### config.mk
export PLATFORM = sky130hd
export DESIGN_NAME = amo_route_ctrl
export DESIGN_NICKNAME = d
export VERILOG_FILES = /design/src/rtl/amo_route_pkg.sv /design/src/rtl/amo_pref_sel.sv /design/src/rtl/amo_route_fsm.sv /design/src/rtl/amo_resp_stage.sv /design/src/rtl/amo_route_ctrl.sv
export SDC_FILE = /design/constraint.sdc
export NUM_CORES = 1
export LEC_CHECK = 0
export ABC_CLOCK_PERIOD_IN_PS = 1500
export BUFFER_PORTS_ARGS = -buffer_cell sky130_fd_sc_hd__buf_2
export CORE_MARGIN = 2
export CORE_UTILIZATION = 46
export DETAILED_ROUTE_END_ITERATION = 16
export HOLD_SLACK_MARGIN = 0.06
export PLACE_DENSITY_LB_ADDON = 0.12
export SYNTH_ARGS = -nofsm -noshare
export SYNTH_HDL_FRONTEND = slang
export SYNTH_SLANG_ARGS = --single-unit
### constraint.sdc
create_clock -name clk -period 1.5 [get_ports clk]
set_input_delay 0.3 -clock clk [delete_from_list [all_inputs] [get_ports clk]]
set_output_delay 0.3 -clock clk [all_outputs]
set_load 0.01 [all_outputs]
### src/rtl/amo_route_pkg.sv
package amo_route_pkg;

    typedef enum logic [1:0] {
        L1_INV = 2'b00,
        L1_SHR = 2'b01,
        L1_UNQ = 2'b10,
        L1_RSV = 2'b11
    } l1_state_e;

    typedef enum logic [1:0] {
        RT_NEAR    = 2'b00,
        RT_FAR_IC  = 2'b01,
        RT_FAR_SHR = 2'b10,
        RT_ABORT   = 2'b11
    } route_e;

    typedef enum logic [2:0] {
        ST_IDLE,
        ST_LOOKUP,
        ST_FILL_WAIT,
        ST_EXEC_NEAR,
        ST_ROUTE_FAR,
        ST_RESPOND
    } fsm_state_e;

    // Far-path destination for an atomic that will not run locally.
    function automatic route_e far_route(input logic cacheable,
                                         input logic snoop_hit,
                                         input logic ic_ok);
        if (!cacheable)
            return ic_ok ? RT_FAR_IC : RT_ABORT;
        else if (snoop_hit || !ic_ok)
            return RT_FAR_SHR;
        else
            return RT_FAR_IC;
    endfunction

endpackage

### src/rtl/amo_pref_sel.sv
module amo_pref_sel #(
    parameter int NUM_CLASSES = 4,
    parameter int CLS_W       = 2
) (
    input  logic [CLS_W-1:0]       cls,
    input  logic [NUM_CLASSES-1:0] pref,
    output logic                   pref_hit
);
    logic [NUM_CLASSES-1:0] sel;

    for (genvar k = 0; k < NUM_CLASSES; k++) begin : g_cls
        assign sel[k] = (cls == CLS_W'(k)) & pref[k];
    end

    assign pref_hit = |sel;
endmodule

### src/rtl/amo_route_fsm.sv
module amo_route_fsm
    import amo_route_pkg::*;
#(
    parameter int CLS_W = 2
) (
    input  logic             clk,
    input  logic             rst,
    input  logic             req_valid,
    input  logic [CLS_W-1:0] req_class,
    input  logic             req_cacheable,
    input  logic [1:0]       l1_state,
    input  logic             snoop_hit,
    input  logic             pref_hit,
    input  logic             cfg_ic_atomics,
    input  logic             fill_done,
    input  logic             fill_lost,
    output logic             req_ready,
    output logic [CLS_W-1:0] cls_q,
    output logic             fill_req,
    output logic             near_exec,
    output logic             resp_valid,
    output logic             out_load,
    output route_e           out_code
);
    fsm_state_e state, state_d;
    logic       cach_q;
    logic       snoop_q;
    logic       fill_first;

    always_comb begin
        state_d  = state;
        out_load = 1'b0;
        out_code = RT_NEAR;
        unique case (state)
            ST_IDLE:
                if (req_valid) state_d = ST_LOOKUP;
            ST_LOOKUP:
                if (!cach_q)
                    state_d = ST_ROUTE_FAR;
                else if (l1_state == L1_UNQ)
                    state_d = ST_EXEC_NEAR;
                else if (pref_hit)
                    state_d = ST_FILL_WAIT;
                else
                    state_d = ST_ROUTE_FAR;
            ST_FILL_WAIT:
                if (fill_lost)
                    state_d = ST_ROUTE_FAR;
                else if (fill_done)
                    state_d = ST_EXEC_NEAR;
            ST_EXEC_NEAR: begin
                out_load = 1'b1;
                out_code = RT_NEAR;
                state_d  = ST_RESPOND;
            end
            ST_ROUTE_FAR: begin
                out_load = 1'b1;
                out_code = far_route(cach_q, snoop_q, cfg_ic_atomics);
                state_d  = ST_RESPOND;
            end
            ST_RESPOND:
                state_d = ST_IDLE;
            default:
                state_d = ST_IDLE;
        endcase
    end

    always_ff @(posedge clk) begin
        if (rst) begin
            state      <= ST_IDLE;
            cls_q      <= '0;
            cach_q     <= 1'b0;
            snoop_q    <= 1'b0;
            fill_first <= 1'b0;
        end else begin
            state      <= state_d;
            fill_first <= (state == ST_LOOKUP) && (state_d == ST_FILL_WAIT);
            if (state == ST_IDLE && req_valid) begin
                cls_q  <= req_class;
                cach_q <= req_cacheable;
            end
            if (state == ST_LOOKUP)
                snoop_q <= snoop_hit;
        end
    end

    assign req_ready  = (state == ST_IDLE);
    assign fill_req   = fill_first;
    assign near_exec  = (state == ST_EXEC_NEAR);
    assign resp_valid = (state == ST_RESPOND);
endmodule

### src/rtl/amo_resp_stage.sv
module amo_resp_stage
    import amo_route_pkg::*;
(
    input  logic       clk,
    input  logic       rst,
    input  logic       load,
    input  route_e     code_d,
    input  logic       cfg_l3_present,
    output logic [1:0] resp_code,
    output logic       resp_l3_alloc
);
    route_e code_q;
    logic   l3_q;

    always_ff @(posedge clk) begin
        if (rst) begin
            code_q <= RT_NEAR;
            l3_q   <= 1'b0;
        end else if (load) begin
            code_q <= code_d;
            l3_q   <= (code_d == RT_FAR_SHR) && cfg_l3_present;
        end
    end

    assign resp_code     = code_q;
    assign resp_l3_alloc = l3_q;
endmodule

### src/rtl/amo_route_ctrl.sv
module amo_route_ctrl
    import amo_route_pkg::*;
#(
    parameter  int NUM_CLASSES = 4,
    localparam int CLS_W       = (NUM_CLASSES > 1) ? $clog2(NUM_CLASSES) : 1
) (
    input  logic                   clk,
    input  logic                   rst,
    input  logic                   req_valid,
    output logic                   req_ready,
    input  logic [CLS_W-1:0]       req_class,
    input  logic                   req_cacheable,
    input  logic [1:0]             l1_state,
    input  logic                   snoop_hit,
    input  logic                   cfg_ic_atomics,
    input  logic                   cfg_l3_present,
    input  logic [NUM_CLASSES-1:0] cfg_near_pref,
    output logic                   fill_req,
    input  logic                   fill_done,
    input  logic                   fill_lost,
    output logic                   near_exec,
    output logic                   resp_valid,
    output logic [1:0]             resp_code,
    output logic                   resp_l3_alloc
);
    logic [CLS_W-1:0] cls_q;
    logic             pref_hit;
    logic             out_load;
    route_e           out_code;

    amo_pref_sel #(.NUM_CLASSES(NUM_CLASSES), .CLS_W(CLS_W)) u_pref (
        .cls      (cls_q),
        .pref     (cfg_near_pref),
        .pref_hit (pref_hit)
    );

    amo_route_fsm #(.CLS_W(CLS_W)) u_fsm (
        .clk            (clk),
        .rst            (rst),
        .req_valid      (req_valid),
        .req_class      (req_class),
        .req_cacheable  (req_cacheable),
        .l1_state       (l1_state),
        .snoop_hit      (snoop_hit),
        .pref_hit       (pref_hit),
        .cfg_ic_atomics (cfg_ic_atomics),
        .fill_done      (fill_done),
        .fill_lost      (fill_lost),
        .req_ready      (req_ready),
        .cls_q          (cls_q),
        .fill_req       (fill_req),
        .near_exec      (near_exec),
        .resp_valid     (resp_valid),
        .out_load       (out_load),
        .out_code       (out_code)
    );

    amo_resp_stage u_resp (
        .clk            (clk),
        .rst            (rst),
        .load           (out_load),
        .code_d         (out_code),
        .cfg_l3_present (cfg_l3_present),
        .resp_code      (resp_code),
        .resp_l3_alloc  (resp_l3_alloc)
    );
endmodule

==> impl_metrics.ini <==
[placement]
dpl-instance-area_um2 = 753
dp.cells = 104
detailed_place_hpwl_um = 1050
rd_place_congestion = 0.728
post-place-ws_ns = 0.145
port_buffers = 23

[power]
p_leak_nw = 0.341
clock_power_share = 0.254
fin_total_pwr_mw = 0.814
cell_internal_pwr_mw = 0.551
power_frac_seq = 0.461
comb_power_share = 0.285
power.switching_fraction = 0.323
power_density_nw_per_um2 = 1030
ir_worst_vdd_mv = 0.613
netSwitchingPower_mw = 0.263

[timing]
final-hold-violation-count = 0
setup_viol = 0
hold_ws_ns = 0.271
setup-tns-final_ns = 0
setup_repair_after_global_routing_missed_its_margin = false
slew_violations = 0
max_slew.worst_pin.slew_ns = 0.366
clock.fmax_mhz = 681
finalWorstPathRequiredPeriod_ns = 1.47
finClkSkew_ns = 0.00113
fin_ws_ns = 0.0310
timing.max_slew.rel_slack = 0.755
finalCritPeriodShare = 0.979

[floorplanning]
floorplan.initialDensity = 0.494
die-width_um = 41.4
fp.coreArea_um2 = 1300
floorplan.io_pins = 24
design.die.area_um2 = 1710
core.rowCount = 13
chipHeight_um = 41.4

[layout]
layout_common_cells = sky130_fd_sc_hd__buf_2, sky130_fd_sc_hd__nor2_1, sky130_fd_sc_hd__dfxtp_1
syn_to_final_growth_pct = 22.6
layoutNonFillerInstCount = 108
final_common_cell = sky130_fd_sc_hd__buf_2
fin_area_um2 = 788
post-route-util = 0.606
nets = 111
post_route_cells_drive_above_1_share = 0.398
fillCellCount = 123
antenna_cells = 0

[global_routing]
grt_max_degree = 14
via_count_of_the_first_global_routing_pass = 491
gr-total-overflow = 0
grt_first_pass_wirelength_um = 2070
grt_antenna_before_repair = 0
track_usage = 0.190

[worst_setup_path]
critical_path_required_ns = 1.20
class_of_the_most_critical_setup_path = register to output pin
critical_path.max_fanout = 8
cp-end-kind = output pin
critPathLaunchType = register
cp_data_arrival_time_ns = 1.17

[clock_network]
h_tree_level_count = 1
root_buffer_cell = sky130_fd_sc_hd__clkbuf_4
cts_tree = yes
cts_buffer_depth = 2
hold_buffer_count_at_cts = 0
clock_insertion_delay_worst_skew_ns = 0.27
postCtsSetupRepairBufs = 0
cts_bufs_inserted = 3
clock-sinks = 11
clk_transition_reported_paths_ns = 0.07

[synthesis]
synth_area_per_cell_um2 = 9.32
synth_seq_area_share = 0.342
synth_top_area_frac = 0.342
synth_largest_area_cell = sky130_fd_sc_hd__dfxtp_1
synth_area_leaders = sky130_fd_sc_hd__dfxtp_1, sky130_fd_sc_hd__mux2i_1, sky130_fd_sc_hd__nor2_1
netlist-cell-type-count = 33
syn_area_um2 = 643
syn-instance-count = 69
synth_warnings = 0
synth_fp_nets = 86
ys_ff_latch = 11

[route]
number_of_routed_nets_with_antenna_violations = 0
wl_um = 1380
drtIter0Drc = 17
post-route-drc-count = 0
routed_vias = 584
detail_route.first_pass.iterations = 4
average_wire_length_per_cell_after_detail_routing_um = 12.8
avgViaCountPerCell = 5.41

[min_path]
hold_class = primary input to register

[status]
run_status = complete, no violations

[flow_run]
max_cap_viol_count = 0
[synth_stat cells]
cell,n
sky130_fd_sc_hd__nor3_1,3
sky130_fd_sc_hd__mux4_2,1
sky130_fd_sc_hd__buf_2,1
sky130_fd_sc_hd__dfxtp_1,11
sky130_fd_sc_hd__nand3b_1,1
sky130_fd_sc_hd__and3_1,1
sky130_fd_sc_hd__nor2_1,8
sky130_fd_sc_hd__nor3_2,1
sky130_fd_sc_hd__and4_1,1
sky130_fd_sc_hd__nor3b_4,1
sky130_fd_sc_hd__inv_1,3
sky130_fd_sc_hd__a21oi_1,4
sky130_fd_sc_hd__buf_4,1
sky130_fd_sc_hd__a211oi_1,1
sky130_fd_sc_hd__a41o_1,1
sky130_fd_sc_hd__buf_6,2
sky130_fd_sc_hd__nor4_2,1
sky130_fd_sc_hd__nor3b_2,1
sky130_fd_sc_hd__nand3_1,1
sky130_fd_sc_hd__o221a_1,1
sky130_fd_sc_hd__nand2_1,3
sky130_fd_sc_hd__nand2b_1,3
sky130_fd_sc_hd__clkbuf_1,1
sky130_fd_sc_hd__or3b_1,1
sky130_fd_sc_hd__o22ai_1,1
sky130_fd_sc_hd__a221oi_1,1
sky130_fd_sc_hd__o32ai_1,1
sky130_fd_sc_hd__nor4b_1,1
sky130_fd_sc_hd__nor2b_1,2
sky130_fd_sc_hd__nor4b_4,1
sky130_fd_sc_hd__a31oi_1,2
sky130_fd_sc_hd__o21ai_0,3
sky130_fd_sc_hd__mux2i_1,4
[what timing repair did]
| item | in CTS | in global routing |
|---|---|---|
| hold endpoints to repair | 0 | 0 |
| setup endpoints to repair | 3 | 2 |
| gates resized for setup | 3 | 2 |
[registers in the layout, summed over array words and instances, names as in the netlist]
name / cells
u_fsm.cach_q: 1
u_fsm.snoop_q: 1
u_fsm.state: 3
u_fsm.cls_q: 2
u_resp.resp_l3_alloc: 1
u_resp.resp_code: 2
u_fsm.fill_req: 1
[path summary, 6_finish.rpt]
kind | startpoint | to | slack, ns | depth (start not counted)
min reg2reg | u_resp.resp_code[0]$_SDFFE_PP0N_ | u_resp.resp_code[0]$_SDFFE_PP0N_ | 0.48 | 2
min | snoop_hit | u_fsm.snoop_q$_SDFFE_PP0P_ | 0.27 | 3
max reg2reg | u_fsm.cls_q[0]$_SDFFE_PP0P_ | u_fsm.state[1]$_SDFF_PP0_ | 0.23 | 3
max | u_fsm.state[2]$_SDFF_PP0_ | req_ready | 0.03 | 3
[power by group through the flow]
| stage | Clock [mW] | Sequential [mW] | Combinational, mW |
|---|---|---|---|
| global placement | 0 | 0.378 | 0.232 |
| detailed placement | 0 | 0.380 | 0.232 |
| floorplan | 0 | 0.361 | 0.181 |
| finish | 0.207 | 0.375 | 0.232 |
| CTS | 0.216 | 0.375 | 0.234 |
| global route | 0.224 | 0.383 | 0.258 |
[cell families (layout without fill, tap and decap cells)]
kind of cell,count (synthesis),after routing,share of synthesized area
flip-flops,11,11,0.342
AND/OR/NAND/NOR,30,30,0.327
multiplexers,5,5,0.0973
buffers and inverters,8,32,0.0778
AO/OA/AOI/OAI,15,15,0.156
[layout make-up]
cell class              count  area [um2]  share of cell area
multi-input cells          50         373               0.473
inverters                   3        11.3              0.0143
repair buffers             25         130               0.165
flip-flops and latches     11         229               0.290
well taps                  15        18.8              0.0238
clock buffers               4        26.3              0.0333
[worst max-delay path: stages, from the launching register on]
cell	delay, ns
sky130_fd_sc_hd__dfxtp_2	0.36
sky130_fd_sc_hd__buf_4	0.17
sky130_fd_sc_hd__nor3_1	0.20
sky130_fd_sc_hd__buf_2	0.17
[routing by layer]
metal	share of wire	vias up	global-route usage
met5	0	-	0
met3	0.041	2	0.0319
met4	0.011	0	0.121
met1	0.50	267	0.264
met2	0.44	13	0.270
li1	-	302	-
No activity file was read; power rests on OpenSTA's default activity.
